### config.mk
export PLATFORM = sky130hd
export DESIGN_NAME = hp_supply_seq
export DESIGN_NICKNAME = d
export VERILOG_FILES = /design/src/rtl/hp_supply_seq.sv
export SDC_FILE = /design/constraint.sdc
export NUM_CORES = 1
export LEC_CHECK = 0
export CAP_MARGIN = 40
export CORE_AREA = 2 2 94 96
export DETAILED_ROUTE_END_ITERATION = 16
export DIE_AREA = 0 0 96 98
export PLACE_DENSITY = 0.63
export SYNTH_ARGS = -nofsm -noshare
export SYNTH_HDL_FRONTEND = slang
export SYNTH_SLANG_ARGS = --single-unit
### constraint.sdc
create_clock -name clk -period 4.7 [get_ports clk]
set_clock_uncertainty 0.15 [all_clocks]
set_input_delay 1.41 -clock clk [delete_from_list [all_inputs] [get_ports clk]]
set_output_delay 1.41 -clock clk [all_outputs]
set_load 0.02 [all_outputs]
### src/rtl/hp_supply_seq.sv
module hp_supply_seq #(
  parameter int          BIAS_US = 100,
  parameter int          USER_W  = 3,
  parameter logic [11:0] K1_LOAD = 12'h0C0
) (
  input  logic        clk,
  input  logic        rst_n,
  input  logic        us_tick,
  input  logic        req_valid,
  input  logic        req_enable,
  input  logic [3:0]  req_path,
  input  logic [2:0]  req_mode,
  input  logic        rail_ack,
  output logic        busy,
  output logic        req_err,
  output logic [3:0]  cur_state,
  output logic [2:0]  cur_mode,
  output logic        clsh_clk_en,
  output logic [2:0]  path_clsh_en,
  output logic [11:0] k1_coef,
  output logic        reg_ab,
  output logic        vneg_hifi,
  output logic        vpos_hifi,
  output logic        bias_load,
  output logic [1:0]  hph_pwr,
  output logic        ipeak_30ma,
  output logic [1:0]  gain_sel,
  output logic        rail_req,
  output logic        rail_pos,
  output logic        rail_on
);

  localparam int WAIT_W = $clog2(BIAS_US + 1);
  localparam logic [2:0] M_NORM = 3'd0, M_HIFI = 3'd1, M_LP = 3'd2, M_AB = 3'd3, M_LAST = 3'd5;
  localparam logic [1:0] K_EAR = 2'd0, K_HP = 2'd1, K_LO = 2'd2;
  localparam logic [1:0] L_NORM = 2'd0, L_LP = 2'd1, L_HQ = 2'd2;

  typedef enum logic [3:0] {
    S_END, S_CLSH, S_REG, S_NLVL, S_NRAIL, S_BIAS, S_WAIT, S_PLVL, S_PRAIL, S_HPH, S_GAIN
  } step_t;

  function automatic step_t seq_at(input logic [1:0] kind, input logic en, input logic [3:0] idx);
    step_t s;
    s = S_END;
    case ({kind, en})
      {K_EAR, 1'b1}:
        case (idx)
          4'd0: s = S_CLSH;  4'd1: s = S_PLVL; 4'd2: s = S_NLVL; 4'd3: s = S_NRAIL;
          4'd4: s = S_BIAS;  4'd5: s = S_WAIT; 4'd6: s = S_PRAIL;
          default: s = S_END;
        endcase
      {K_HP, 1'b1}:
        case (idx)
          4'd0: s = S_CLSH;  4'd1: s = S_REG;   4'd2: s = S_NLVL; 4'd3: s = S_NRAIL;
          4'd4: s = S_BIAS;  4'd5: s = S_WAIT;  4'd6: s = S_PLVL; 4'd7: s = S_PRAIL;
          4'd8: s = S_HPH;   4'd9: s = S_GAIN;
          default: s = S_END;
        endcase
      {K_LO, 1'b1}:
        case (idx)
          4'd0: s = S_REG;   4'd1: s = S_PLVL; 4'd2: s = S_NLVL; 4'd3: s = S_NRAIL;
          4'd4: s = S_BIAS;  4'd5: s = S_WAIT; 4'd6: s = S_PRAIL;
          default: s = S_END;
        endcase
      {K_EAR, 1'b0}:
        case (idx)
          4'd0: s = S_CLSH;  4'd1: s = S_PRAIL; 4'd2: s = S_NRAIL; 4'd3: s = S_NLVL;
          4'd4: s = S_PLVL;
          default: s = S_END;
        endcase
      {K_HP, 1'b0}:
        case (idx)
          4'd0: s = S_HPH;   4'd1: s = S_CLSH; 4'd2: s = S_PRAIL; 4'd3: s = S_NRAIL;
          4'd4: s = S_NLVL;  4'd5: s = S_PLVL; 4'd6: s = S_REG;
          default: s = S_END;
        endcase
      {K_LO, 1'b0}:
        case (idx)
          4'd0: s = S_PRAIL; 4'd1: s = S_NRAIL; 4'd2: s = S_NLVL; 4'd3: s = S_PLVL;
          4'd4: s = S_REG;
          default: s = S_END;
        endcase
      default: s = S_END;
    endcase
    return s;
  endfunction

  logic              run, en_q;
  logic [1:0]        kind_q, psel;
  logic [2:0]        mode_q;
  logic [3:0]        path_q, idx, new_set;
  logic [WAIT_W-1:0] wcnt;
  logic [USER_W-1:0] users;
  step_t             step, step_nx;
  logic              is_rail, adv, path_ok, mode_ok, take, uses_clsh;

  assign step      = run ? seq_at(kind_q, en_q, idx) : S_END;
  assign step_nx   = seq_at(kind_q, en_q, idx + 4'd1);
  assign is_rail   = (step == S_NRAIL) || (step == S_PRAIL);
  assign adv       = run && (is_rail ? rail_ack :
                             (step == S_WAIT) ? (us_tick && wcnt == WAIT_W'(BIAS_US - 1)) : 1'b1);
  assign psel      = path_q[0] ? 2'd0 : path_q[1] ? 2'd1 : 2'd2;
  assign uses_clsh = (mode_q != M_AB);

  assign busy     = run;
  assign rail_req = is_rail;
  assign rail_pos = (step == S_PRAIL);
  assign rail_on  = is_rail && en_q;

  assign new_set = req_enable ? (cur_state | req_path) : (cur_state & ~req_path);
  assign path_ok = (req_path & (req_path - 4'd1)) == 4'd0;
  assign take    = req_valid && !run && (new_set != cur_state);

  always_comb begin
    if (req_path[0])                   mode_ok = (req_mode == M_NORM);
    else if (req_path[3])              mode_ok = (req_mode == M_AB);
    else if (req_path[1] | req_path[2]) mode_ok = (req_mode != M_NORM) && (req_mode <= M_LAST);
    else                               mode_ok = 1'b1;
  end

  always_ff @(posedge clk) begin
    if (!rst_n) begin
      run <= 1'b0; en_q <= 1'b0; kind_q <= K_EAR; mode_q <= M_NORM; path_q <= '0; idx <= '0;
      wcnt <= '0; users <= '0; req_err <= 1'b0; cur_state <= '0; cur_mode <= M_NORM;
      clsh_clk_en <= 1'b0; path_clsh_en <= '0; k1_coef <= '0; reg_ab <= 1'b0;
      vneg_hifi <= 1'b0; vpos_hifi <= 1'b0; bias_load <= 1'b0; hph_pwr <= L_NORM;
      ipeak_30ma <= 1'b0; gain_sel <= L_NORM;
    end else begin
      req_err   <= 1'b0;
      bias_load <= 1'b0;
      if (take) begin
        if (!path_ok || !mode_ok) req_err <= 1'b1;
        else begin
          run    <= 1'b1;
          en_q   <= req_enable;
          kind_q <= req_path[0] ? K_EAR : req_path[3] ? K_LO : K_HP;
          mode_q <= req_mode;
          path_q <= req_path;
          idx    <= '0;
        end
      end
      if (step == S_WAIT && us_tick) wcnt <= adv ? '0 : wcnt + 1'b1;
      if (adv) begin
        idx <= idx + 4'd1;
        case (step)
          S_CLSH: if (uses_clsh) begin
            path_clsh_en[psel] <= en_q;
            if (en_q) begin
              if (users == '0) clsh_clk_en <= 1'b1;
              if (users != '1) users <= users + 1'b1;
              if (kind_q == K_HP) k1_coef <= K1_LOAD;
            end else if (users != '0) begin
              users <= users - 1'b1;
              if (users == USER_W'(1)) clsh_clk_en <= 1'b0;
            end
          end
          S_REG:  reg_ab    <= en_q && (mode_q == M_AB);
          S_NLVL: vneg_hifi <= en_q && (mode_q == M_HIFI);
          S_PLVL: vpos_hifi <= en_q && (mode_q == M_HIFI);
          S_BIAS: bias_load <= 1'b1;
          S_HPH: begin
            hph_pwr    <= !en_q ? L_NORM : (mode_q == M_HIFI) ? L_HQ : (mode_q == M_LP) ? L_LP : L_NORM;
            ipeak_30ma <= en_q && (mode_q == M_LP);
          end
          S_GAIN: gain_sel <= (mode_q == M_HIFI) ? L_HQ : (mode_q == M_LP) ? L_LP : L_NORM;
          default: ;
        endcase
        if (step_nx == S_END) begin
          run       <= 1'b0;
          cur_state <= en_q ? (cur_state | path_q) : (cur_state & ~path_q);
          cur_mode  <= mode_q;
        end
      end
    end
  end

  a_r11_req_held: assert property (@(posedge clk) disable iff (!rst_n)
    (rail_req && !rail_ack) |=> (rail_req && $stable(rail_pos) && $stable(rail_on)));

  a_r3_err_not_busy: assert property (@(posedge clk) disable iff (!rst_n)
    req_err |-> !busy);

  a_r12_state_frozen: assert property (@(posedge clk) disable iff (!rst_n)
    busy |=> (!busy || ($stable(cur_state) && $stable(cur_mode))));

  a_r10_wait_on_tick: assert property (@(posedge clk) disable iff (!rst_n)
    (step == S_WAIT && !us_tick) |=> (step == S_WAIT));

  a_r8_clk_users: assert property (@(posedge clk) disable iff (!rst_n)
    clsh_clk_en == (users != '0));

endmodule

# Yosys cells after proc, flatten, opt, wreduce, memory -nomap -nowiden
# Memory sizes are Yosys's and may differ from the RTL's. A register that Yosys moved wholly into a read port is not among the register bits.
# Index checks and enable logic that the tools add are counted.
[totals]
ff_bits = 47
mem_bits_ro = 128
inputBits = 13
out_inout_bits = 37
elab_cells = 171
mem_count = 2
[op_classes]
n_addsub = 5
order_cmp = 3
n_eq_ne = 40
mux = 49
bitwise_logic = 9
n_reduce_logical = 42
[mem_list]
columns = ["name", "depth", "width", "read_ports", "rd_ports_with_merged_regs", "write_ports", "line", "rtl"]
rows = [
  ["(name not given)", 16, 4, 1, 0, 0, "53", "case (idx)"],
  ["(name not given)", 16, 4, 1, 1, 0, "53", ""],
]
[op_table]
columns = ["op", "count"]
rows = [
  ["$pmux 4 s7", 6],
  ["$pmux 4 s5", 4],
  ["$pmux 4 s6", 2],
  ["$eq 4x3->1 const B", 10],
  ["$mux 4", 8],
  ["$eq 4x2->1 const B", 6],
  ["$reduce_and 2->1", 10],
  ["$mux 1", 17],
  ["$logic_not 4->1", 4],
  ["$eq 3x2->1 const B", 5],
  ["$and 4x4->4", 3],
  ["$eq 4x1->1 const B", 3],
  ["$eq 4x4->1 const B", 3],
  ["$mux 2", 6],
  ["$logic_and 1x1->1", 11],
  ["$reduce_and 5->1", 2],
  ["$eq 3x1->1 const B", 3],
  ["$logic_not 3->1", 3],
  ["$mux 3", 3],
  ["$not 4->4", 2],
  ["$or 4x4->4", 2],
  ["$add 7x1->7 const B", 1],
  ["$eq 7x7->1 const B", 1],
  ["$mux 7", 1],
  ["other kinds (24)", 32],
]

# Depth between registers and ports, before layout
# Gate-level depths: netlist (run 1).
[logic_depth]
ltp_word = 12
depth_mapped = 16
ltp_nobuf = 14

# Worst setup path before layout (run 1)
# Ideal clock, no wire load.
[synth_timing]
path_type = "register to output"
from = "register idx[0]"
to = "output rail_on"
t_arrival_ns = 2.597
required_time_ns = 3.140
slack_ns = 0.543
path_stages_with_launch = 9
n_path_buf = 1
path_cell_list = "dfxtp_1 -> inv_1 -> ha_1 -> buf_6 -> mux4_2 -> a222oi_1 -> xnor2_1 -> or3_4 -> nor2_1"
[synth_via]
elab_chain_len = 7
word_cells_on_any_way = 18
classes_between = "eq/ne (8); mux (7); reduce/logical (3)"
[synth_lines]
columns = ["element", "line", "rtl"]
rows = [
  ["start: declaration", "91", "logic [3:0] path_q, idx, new_set;"],
  ["start signal: assignment", "144", "idx <= idx + 4'd1;"],
  ["$eq 4x3->1, or another cell as far along", "47, 60, 72", ""],
  ["$pmux 4 s7, or another cell as far along", "72", "case (idx)"],
  ["$pmux 4 s6 (*)", "45", "case ({kind, en})"],
  ["$mux 4 (*)", "97", "assign step = run ? seq_at(kind_q, en_q, idx) : S_END;"],
  ["$eq 4x3->1 / $eq 4x4->1 (equally long branches)", "99", "assign is_rail = (step == S_NRAIL) || (step == S_PRAIL);"],
  ["$logic_or 1x1->1 (*)", "99", ""],
  ["$logic_and 1x1->1 (*)", "108", "assign rail_on = is_rail && en_q;"],
  ["end: declaration", "30", "output logic rail_on"],
]
# Mark *: on every way between the ends. The rest lies on a longest branch, timed or not.

# Final worst setup path (run 1)
[layout_timing]
from = "register idx[0]"
to = "output rail_req"
[layout_via]
elab_chain_len = 6
word_cells_on_any_way = 17
classes_between = "eq/ne (8); mux (7); reduce/logical (2)"
[layout_lines]
columns = ["element", "line", "rtl"]
rows = [
  ["$eq 4x3->1, or another cell as far along", "47, 60, 72", ""],
  ["$pmux 4 s7, or another cell as far along", "72", ""],
  ["$pmux 4 s6 (*)", "45", ""],
  ["$mux 4 (*)", "97", ""],
  ["$eq 4x3->1 / $eq 4x4->1 (equally long branches)", "99", ""],
  ["$logic_or 1x1->1 (*)", "99", ""],
  ["end: declaration", "28", "output logic rail_req,"],
]
# Marked as above.

==> impl_metrics.json, run 1 <==
{
  "cp_data_required_time_ns": 3.14,
  "drv_cap": 0,
  "cts_inserted_buffers": 5,
  "worstMarginPinSlew_ns": 0.8432,
  "ys_seq_area_frac": 0.3224,
  "clock.fmax_ghz": 0.2202,
  "clk_pin_slew_ns": 0.10,
  "num_antenna_cells": 0,
  "drc": 0,
  "place_hpwl_um": 5736,
  "hold_buffers": 0,
  "startpoint": "idx[0]$_SDFFE_PN0N_",
  "detail_route.wl_per_cell_um": 14.39,
  "synth_edf_count": 0,
  "maxSlewHeadroom": 0.4378,
  "final.period_utilization": 0.9662,
  "rsz0062_at_grt": "false",
  "crit_fanout": 5,
  "grt_pass1_vias": 2741,
  "ys_ff_latch": 51,
  "grt.total_usage": 0.1735,
  "drt_first_pass_iters": 6,
  "fin_hold_ws_ns": 0.3207,
  "hold_viol": 0,
  "holdCritStartpoint": "path_clsh_en[0]$_SDFFE_PN0P_",
  "finalWeightedCongestion": 0.8623,
  "vias": 2877,
  "row_count": 34,
  "start_util": 0.3741,
  "gr-total-overflow": 0,
  "clockBufferDepth": 2,
  "ys_warn_count": 0,
  "worstSetupEndpointType": "primary output",
  "criticalPathCategory": "reg -> out",
  "viasPerCell": 5.318,
  "drive_above_1_share": 0.08776,
  "slew_viol_final": 0,
  "synthFlopType": "dfxtp_1",
  "root_buffer": "clkbuf_8",
  "die-width_um": 96,
  "fin_ws_ns": 0.1589,
  "final_cell_mix": "nor2_1, dfxtp_1, clkdlybuf4s50_1",
  "leakagePower_uw": 0.001603,
  "peakVddDrop_v": 0.0001226,
  "status": "finished, final reports clean",
  "die_y_um": 98,
  "dpl_cell_area_um2": 3682,
  "ant_nets": 0,
  "portBuffers": 39,
  "core-area_um2": 8466,
  "place_ws_ns": 0.09909,
  "die_area_um2": 9408,
  "grt_max_degree": 37,
  "cts.sinks": 51,
  "io_pins": 50,
  "antenna_found_initial": 0,
  "async_reset_ff_frac": 0,
  "setup_viol": 0,
  "final_area_um2": 3807,
  "start_kind": "flop",
  "cts_tree": "done",
  "netlist_area_um2": 3167,
  "syn_inst": 391,
  "grt_pass1_wl_um": 13250,
  "worst_hold_path_type": "reg -> reg",
  "arrival_ns": 2.98,
  "area_growth_pct": 20.23,
  "h-tree-depth": 2,
  "r2r-start": "idx[0]$_SDFFE_PN0N_",
  "period_needed_ns": 4.541,
  "drtIter0Drc": 140,
  "tns_ns": 0,
  "final_common_cell": "nor2_1",
  "routed_wl_um": 7785,
  "powerDensity_nw_per_um2": 226.5,
  "clock_latency_ns": 0.31,
  "syn-mean-instance-area_um2": 8.099,
  "nNetsFinal": 461,
  "ys_types": 64
}
## where the power goes
part	leakage [µW]	switching, µW	internal (µW)
Combinational	0.00114	63.5	42.4
Clock	0.0000558	153	161
Sequential	0.000411	5.96	437
Total	0.00160	222	640
## area by class of cell
cell class / count / area (µm²)
Fill cell: 851 / 4658
Multi-Input combinational cell: 300 / 1957
Sequential cell: 51 / 1021
Timing Repair Buffer: 58 / 523.0
Tap cell: 108 / 135.1
Clock buffer: 6 / 72.57
Inverter: 16 / 60.06
Clock inverter: 2 / 38.79
## worst paths after layout
| kind | end | slack [ns] | depth (start not counted) |
|---|---|---|---|
| worst max-delay path | rail_req | 0.16 | 9 |
| worst min-delay path | path_clsh_en[0]$_SDFFE_PN0P_ | 0.32 | 2 |
| worst max register to register | flop | 0.70 | 13 |
| worst min register to register | path_clsh_en[0]$_SDFFE_PN0P_ | 0.32 | 2 |
## kinds of logic after synthesis
logic type / after synthesis / share of synthesized area
AND/OR/NAND/NOR: 156 / 0.2426
AO/OA/AOI/OAI: 78 / 0.1707
flip-flops: 51 / 0.3224
buffers and inverters: 49 / 0.07467
multiplexers: 27 / 0.08929
adder cells (fa/ha/maj): 16 / 0.06322
XOR/XNOR: 13 / 0.03595
other: 1 / 0.001184
## cells in the mapped netlist, types with 4 or more instances
cell / number / area [µm²]
nor3_1: 9 / 45.04
dfxtp_1: 51 / 1021
buf_1: 4 / 15.01
clkbuf_1: 14 / 52.55
nand3_1: 13 / 65.06
nor3b_1: 4 / 30.03
nor2b_1: 6 / 37.54
nand3b_1: 4 / 30.03
xor2_1: 10 / 87.58
o221ai_1: 4 / 35.03
o21ai_0: 11 / 55.05
nor2_1: 57 / 214.0
nand4_1: 5 / 31.28
inv_1: 15 / 56.30
nand2_1: 31 / 116.4
mux2i_1: 26 / 260.3
buf_4: 11 / 82.58
a21oi_1: 25 / 125.1
ha_1: 16 / 200.2
nand2b_1: 6 / 37.54
## routing by layer
layer  vias up  routed length, µm  GRT usage
met3        15                374    0.03318
met5         -                  0          0
met2        91               3520     0.2692
met4         0                153    0.04505
li1       1434                  -          -
met1      1337               3737     0.2453
## through the flow
step,cells,power (µW),utilization
3_3_place_gp,531,555.5,0.4344
2_1_floorplan,400,524.6,-
5_1_grt,541,901.5,0.4497
4_1_cts,541,870.2,0.4497
3_5_place_dp,532,556.6,0.4350
6_report,541,862.6,0.4497
## worst max-delay path, cell delays in order (launching register included)
cell and delay, ns:
dfxtp_1 0.39, inv_1 0.12, ha_1 0.29, mux4_2 0.47, a222oi_1 0.35, buf_4 0.19
xnor2_1 0.07, or3_4 0.43, inv_1 0.07, dlygate4sd2_1 0.32
## timing repair
item / 4_1_cts / 5_1_grt
pin swaps: 1 / 0
buffers inserted: 1 / 0
endpoints found under the setup margin: 3 / 2
resized for setup: 5 / 5
No activity file was read; power rests on OpenSTA's default activity.
==> run 2: changes to the inputs <==
--- a/config.mk
+++ b/config.mk
@@ -9,7 +9,8 @@
 export CORE_AREA = 2 2 94 96
 export DETAILED_ROUTE_END_ITERATION = 16
 export DIE_AREA = 0 0 96 98
-export PLACE_DENSITY = 0.63
+export HOLD_SLACK_MARGIN = 0.08
+export PLACE_DENSITY = 0.61
 export SYNTH_ARGS = -nofsm -noshare
 export SYNTH_HDL_FRONTEND = slang
 export SYNTH_SLANG_ARGS = --single-unit
==> impl_metrics.json, run 2 (synthesis gave the netlist of run 1 again) <==
{
  "status": "finished, final reports clean",
  "start_kind": "flop",
  "grt_max_degree": 37,
  "n_fill_cell": 854,
  "leakagePower_uw": 0.001605,
  "portBuffers": 39,
  "drive_above_1_share": 0.08102,
  "maxSlewHeadroom": 0.3832,
  "routed_wl_um": 7511,
  "cts_tree": "done",
  "multi_input_area_um2": 1946,
  "die-width_um": 96,
  "cp_data_required_time_ns": 3.14,
  "drv_cap": 0,
  "clk_pin_slew_ns": 0.09,
  "place_hpwl_um": 5607,
  "h-tree-depth": 2,
  "rsz0062_at_grt": "false",
  "grt_pass1_vias": 2612,
  "crit_fanout": 7,
  "finalWeightedCongestion": 0.8541,
  "area_growth_pct": 20.07,
  "hold_viol": 0,
  "gr-total-overflow": 0,
  "regArea_um2": 1021,
  "row_count": 34,
  "die_area_um2": 9408,
  "fin_util": 0.4492,
  "drt_first_pass_iters": 5,
  "nNetsFinal": 460,
  "slowest_stage": "mux4_2",
  "arrival_ns": 2.96,
  "startpoint": "idx[0]$_SDFFE_PN0N_",
  "drtIter0Drc": 98,
  "clock.fmax_ghz": 0.2212,
  "viasPerCell": 5.335,
  "slew_viol_final": 0,
  "vias": 2881,
  "path_cells": "buf_4 > ha_1 > mux4_2 > a222oi_1 > buf_4 > xnor2_1 > or3_4 > nor2_1 > dlygate4sd2_1",
  "final_common_cell": "nor2_1",
  "final.period_utilization": 0.9619,
  "criticalPathCategory": "reg -> out",
  "antenna_found_initial": 0,
  "cts.sinks": 51,
  "period_needed_ns": 4.521,
  "final_cell_mix": "nor2_1, dfxtp_1, clkdlybuf4s50_1",
  "clock_latency_ns": 0.30,
  "num_antenna_cells": 0,
  "crit_top_cell": "buf_4",
  "holdCritStartpoint": "cur_mode[1]$_SDFFE_PN0P_",
  "crit_buf_inv": 3,
  "cts_inserted_buffers": 5,
  "slowest_delay_ns": 0.49,
  "root_buffer": "clkbuf_8",
  "die_y_um": 98,
  "drc": 0,
  "cpLargestDelayFamily": "buffers and inverters",
  "setup_viol": 0,
  "core-area_um2": 8466,
  "detail_route.wl_per_cell_um": 13.91,
  "r2r-start": "idx[0]$_SDFFE_PN0N_",
  "grt.total_usage": 0.1634,
  "total_power_uw": 869.5,
  "tns_ns": 0,
  "worst_hold_path_type": "reg -> reg",
  "worstMarginPinSlew_ns": 0.9252,
  "start_util": 0.3741,
  "grt_pass1_wl_um": 12560,
  "worstSetupEndpointType": "primary output",
  "ant_nets": 0,
  "io_pins": 50,
  "peakVddDrop_v": 0.0001306,
  "clockBufferDepth": 2,
  "powerDensity_nw_per_um2": 228.7
}
run 2: through the flow:
step	area [µm²]	setup WS, ns	hold WS [ns]	cells
2_1_floorplan	3201	0.5431	0.3066	400
3_3_place_gp	3670	0.2512	0.2987	530
3_5_place_dp	3675	0.2077	0.3051	531
4_1_cts	3802	0.2072	0.3193	540
5_1_grt	3802	0.02565	0.3525	540
6_report	3802	0.1788	0.3120	540
run 2: area by class of cell:
| class | instances | share of cell area |
|---|---|---|
| clock buffers | 6 | 0.02172 |
| clock inverters | 2 | 0.01020 |
| inverters | 16 | 0.01579 |
| multi-input cells | 300 | 0.5117 |
| flip-flops and latches | 51 | 0.2685 |
| well taps | 108 | 0.03554 |
| repair buffers | 57 | 0.1366 |
run 2: worst register-to-register path: stages, from the launching register on:
cell      delay, ns
dfxtp_1        0.32
buf_4          0.15
ha_1           0.27
mux4_2         0.49
a222oi_1       0.34
buf_4          0.18
xnor2_1        0.06
or3_4          0.43
o21a_4         0.30
mux2i_1        0.19
nor2_1         0.29
ha_1           0.24
or3b_1         0.34
a21oi_1        0.15
run 2: report_power, final:
group          switching [µW]  internal (µW)  leakage (µW)
clock network             148            175     0.0000618
registers                4.87            437      0.000411
logic                    62.9           41.3       0.00113
total                     216            653       0.00160
run 2: worst paths after layout:
| kind | depth (start not counted) | slack, ns | endpoint |
|---|---|---|---|
| max reg2reg | 13 | 0.74 | flop |
| max | 9 | 0.18 | rail_on |
| min reg2reg | 2 | 0.31 | cur_mode[1]$_SDFFE_PN0P_ |
| min | 2 | 0.31 | cur_mode[1]$_SDFFE_PN0P_ |
run 2: per-layer routing:
layer  track usage  vias up  wire [µm]
met5             0        -          0
met4       0.03956        0        113
met3       0.02546       13        315
met2        0.2634       84       3462
met1        0.2273     1355       3619
li1              -     1429          -
run 2: what timing repair did:
item,in CTS,in global routing
buffers inserted,1,0
hold buffers,0,0
setup endpoints to repair,3,0
resized for setup,4,0
==> run 3: changes to the inputs <==
--- a/config.mk
+++ b/config.mk
@@ -6,11 +6,11 @@
 export NUM_CORES = 1
 export LEC_CHECK = 0
 export CAP_MARGIN = 40
-export CORE_AREA = 2 2 94 96
+export CORE_AREA = 2 2 80 82
 export DETAILED_ROUTE_END_ITERATION = 16
-export DIE_AREA = 0 0 96 98
+export DIE_AREA = 0 0 82 84
 export HOLD_SLACK_MARGIN = 0.08
-export PLACE_DENSITY = 0.61
+export PLACE_DENSITY = 0.8
 export SYNTH_ARGS = -nofsm -noshare
 export SYNTH_HDL_FRONTEND = slang
 export SYNTH_SLANG_ARGS = --single-unit
==> impl_metrics.json, run 3 (synthesis gave the netlist of run 1 again) <==
{
  "status": "finished, final reports clean",
  "drive_above_1_share": 0.07692,
  "die-width_um": 82,
  "place_hpwl_um": 5461,
  "met1_usage": 0.2901,
  "antenna_found_initial": 0,
  "swShare": 0.2772,
  "total_power_uw": 809.2,
  "setup_viol": 0,
  "drc": 0,
  "grt_max_degree": 37,
  "viasPerCell": 5.836,
  "detail_route.wl_per_cell_um": 14.92,
  "cts_tree": "done",
  "period_needed_ns": 4.598,
  "core-area_um2": 6096,
  "area_growth_pct": 17.42,
  "leakagePower_uw": 0.001575,
  "fin_hold_ws_ns": 0.3173,
  "vias": 2953,
  "io_pins": 50,
  "n_fill_cell": 550,
  "switching_power_uw": 224.3,
  "maxSlewHeadroom": 0.3991,
  "num_antenna_cells": 0,
  "clockBufferDepth": 2,
  "ant_nets": 0,
  "tns_ns": 0,
  "pwr-share-clk": 0.327,
  "drv_cap": 0,
  "powerDensity_nw_per_um2": 217.6,
  "grt_pass1_wl_um": 12410,
  "gr-total-overflow": 0,
  "clk_pin_slew_ns": 0.10,
  "worstSetupEndpointType": "primary output",
  "root_buffer": "clkbuf_8",
  "portBuffers": 39,
  "crit_fanout": 7,
  "finalWeightedCongestion": 0.9783,
  "arrival_ns": 3.04,
  "cts.sinks": 51,
  "cp_data_required_time_ns": 3.14,
  "worst_hold_path_type": "reg -> reg",
  "h-tree-depth": 2,
  "hold_viol": 0,
  "final_cell_mix": "nor2_1, dfxtp_1, clkdlybuf4s50_1",
  "p_seq_frac": 0.546,
  "clock.fmax_ghz": 0.2175,
  "cts_inserted_buffers": 5,
  "gr-max-usage-layer": "met2",
  "final.period_utilization": 0.9783,
  "rsz0062_at_grt": "false",
  "drt_first_pass_iters": 5,
  "crit_buf_inv": 3,
  "multi_input_area_um2": 1948,
  "slowest_stage": "or3_4",
  "drtIter0Drc": 196,
  "start_kind": "flop",
  "nNetsFinal": 457,
  "start_util": 0.5195,
  "gr-usage-met3": 0.04221,
  "clock_latency_ns": 0.31,
  "die_y_um": 84,
  "p_int_uw": 584.8,
  "path_cells": "buf_4 > ha_1 > buf_4 > nor3_2 > and4b_1 > a211o_1 > or2_2 > or3_4 > nor2_1 > dlygate4sd2_1",
  "row_count": 29,
  "hold_buffers": 0,
  "slowest_delay_ns": 0.36,
  "grt_pass1_vias": 2749,
  "peakVddDrop_v": 0.0001754,
  "grt.total_usage": 0.2257,
  "die_area_um2": 6888,
  "power_frac_comb": 0.127,
  "cpLargestDelayFamily": "simple AND/OR/NAND/NOR gates",
  "worstMarginPinSlew_ns": 0.8945,
  "grt_use_met2": 0.3769,
  "slew_viol_final": 0,
  "crit_top_cell": "buf_4",
  "routed_wl_um": 7552,
  "criticalPathCategory": "reg -> out",
  "final_common_cell": "nor2_1",
  "regArea_um2": 1022
}
run 3: tightest hold or removal path: cells and delay by family, from the launching register on:
kind / cells / cell delay, ns
flops: 1 / 0.32
simple gates: 1 / 0.05
compound gates: 1 / 0.06
run 3: repair_timing:
action / CTS / global route
buffers inserted: 1 / 0
pin swaps: 1 / 0
resized for setup: 4 / 2
setup endpoints to repair: 3 / 2
run 3: power groups by stage:
| stage | Sequential, µW | Combinational (µW) | Clock (µW) |
|---|---|---|---|
| after floorplan | 451 | 73.4 | 0 |
| after global placement | 452 | 98.0 | 0 |
| after detailed placement | 452 | 100 | 0 |
| after CTS | 442 | 101 | 272 |
| after global routing | 443 | 113 | 287 |
| final | 442 | 103 | 264 |
run 3: worst paths after layout:
kind | startpoint | to | slack (ns) | depth (start not counted)
setup / recovery | idx[0]$_SDFFE_PN0N_ | rail_on | 0.10 | 10
hold reg to reg | cur_mode[1]$_SDFFE_PN0P_ | cur_mode[1]$_SDFFE_PN0P_ | 0.32 | 2
hold / removal | cur_mode[1]$_SDFFE_PN0P_ | cur_mode[1]$_SDFFE_PN0P_ | 0.32 | 2
setup reg to reg | idx[0]$_SDFFE_PN0N_ | flop | 0.65 | 14
run 3: metal layers:
layer	vias to the layer above	wire (µm)	share of wire
met1	1415	3419	0.45
met3	10	377	0.050
met4	0	95	0.013
li1	1423	-	-
met5	-	0	0
met2	105	3659	0.48
run 3: stage by stage:
step | setup slack, ns | instance area (µm²) | instances | utilization
3_5_place_dp | 0.1393 | 3616 | 497 | 0.5932
2_1_floorplan | 0.5431 | 3201 | 400 | -
3_3_place_gp | 0.2109 | 3616 | 497 | 0.5932
4_1_cts | 0.1136 | 3714 | 506 | 0.6092
6_report | 0.1020 | 3719 | 506 | 0.6100
5_1_grt | 0.0002041 | 3719 | 506 | 0.6100
run 3: area by class of cell:
class                   count  share of cell area
flip-flops and latches     51              0.2749
well taps                  77             0.02591
inverters                  16             0.01615
clock buffers               5             0.01851
repair buffers             54              0.1343
multi-input cells         300              0.5239
clock inverters             3            0.006393
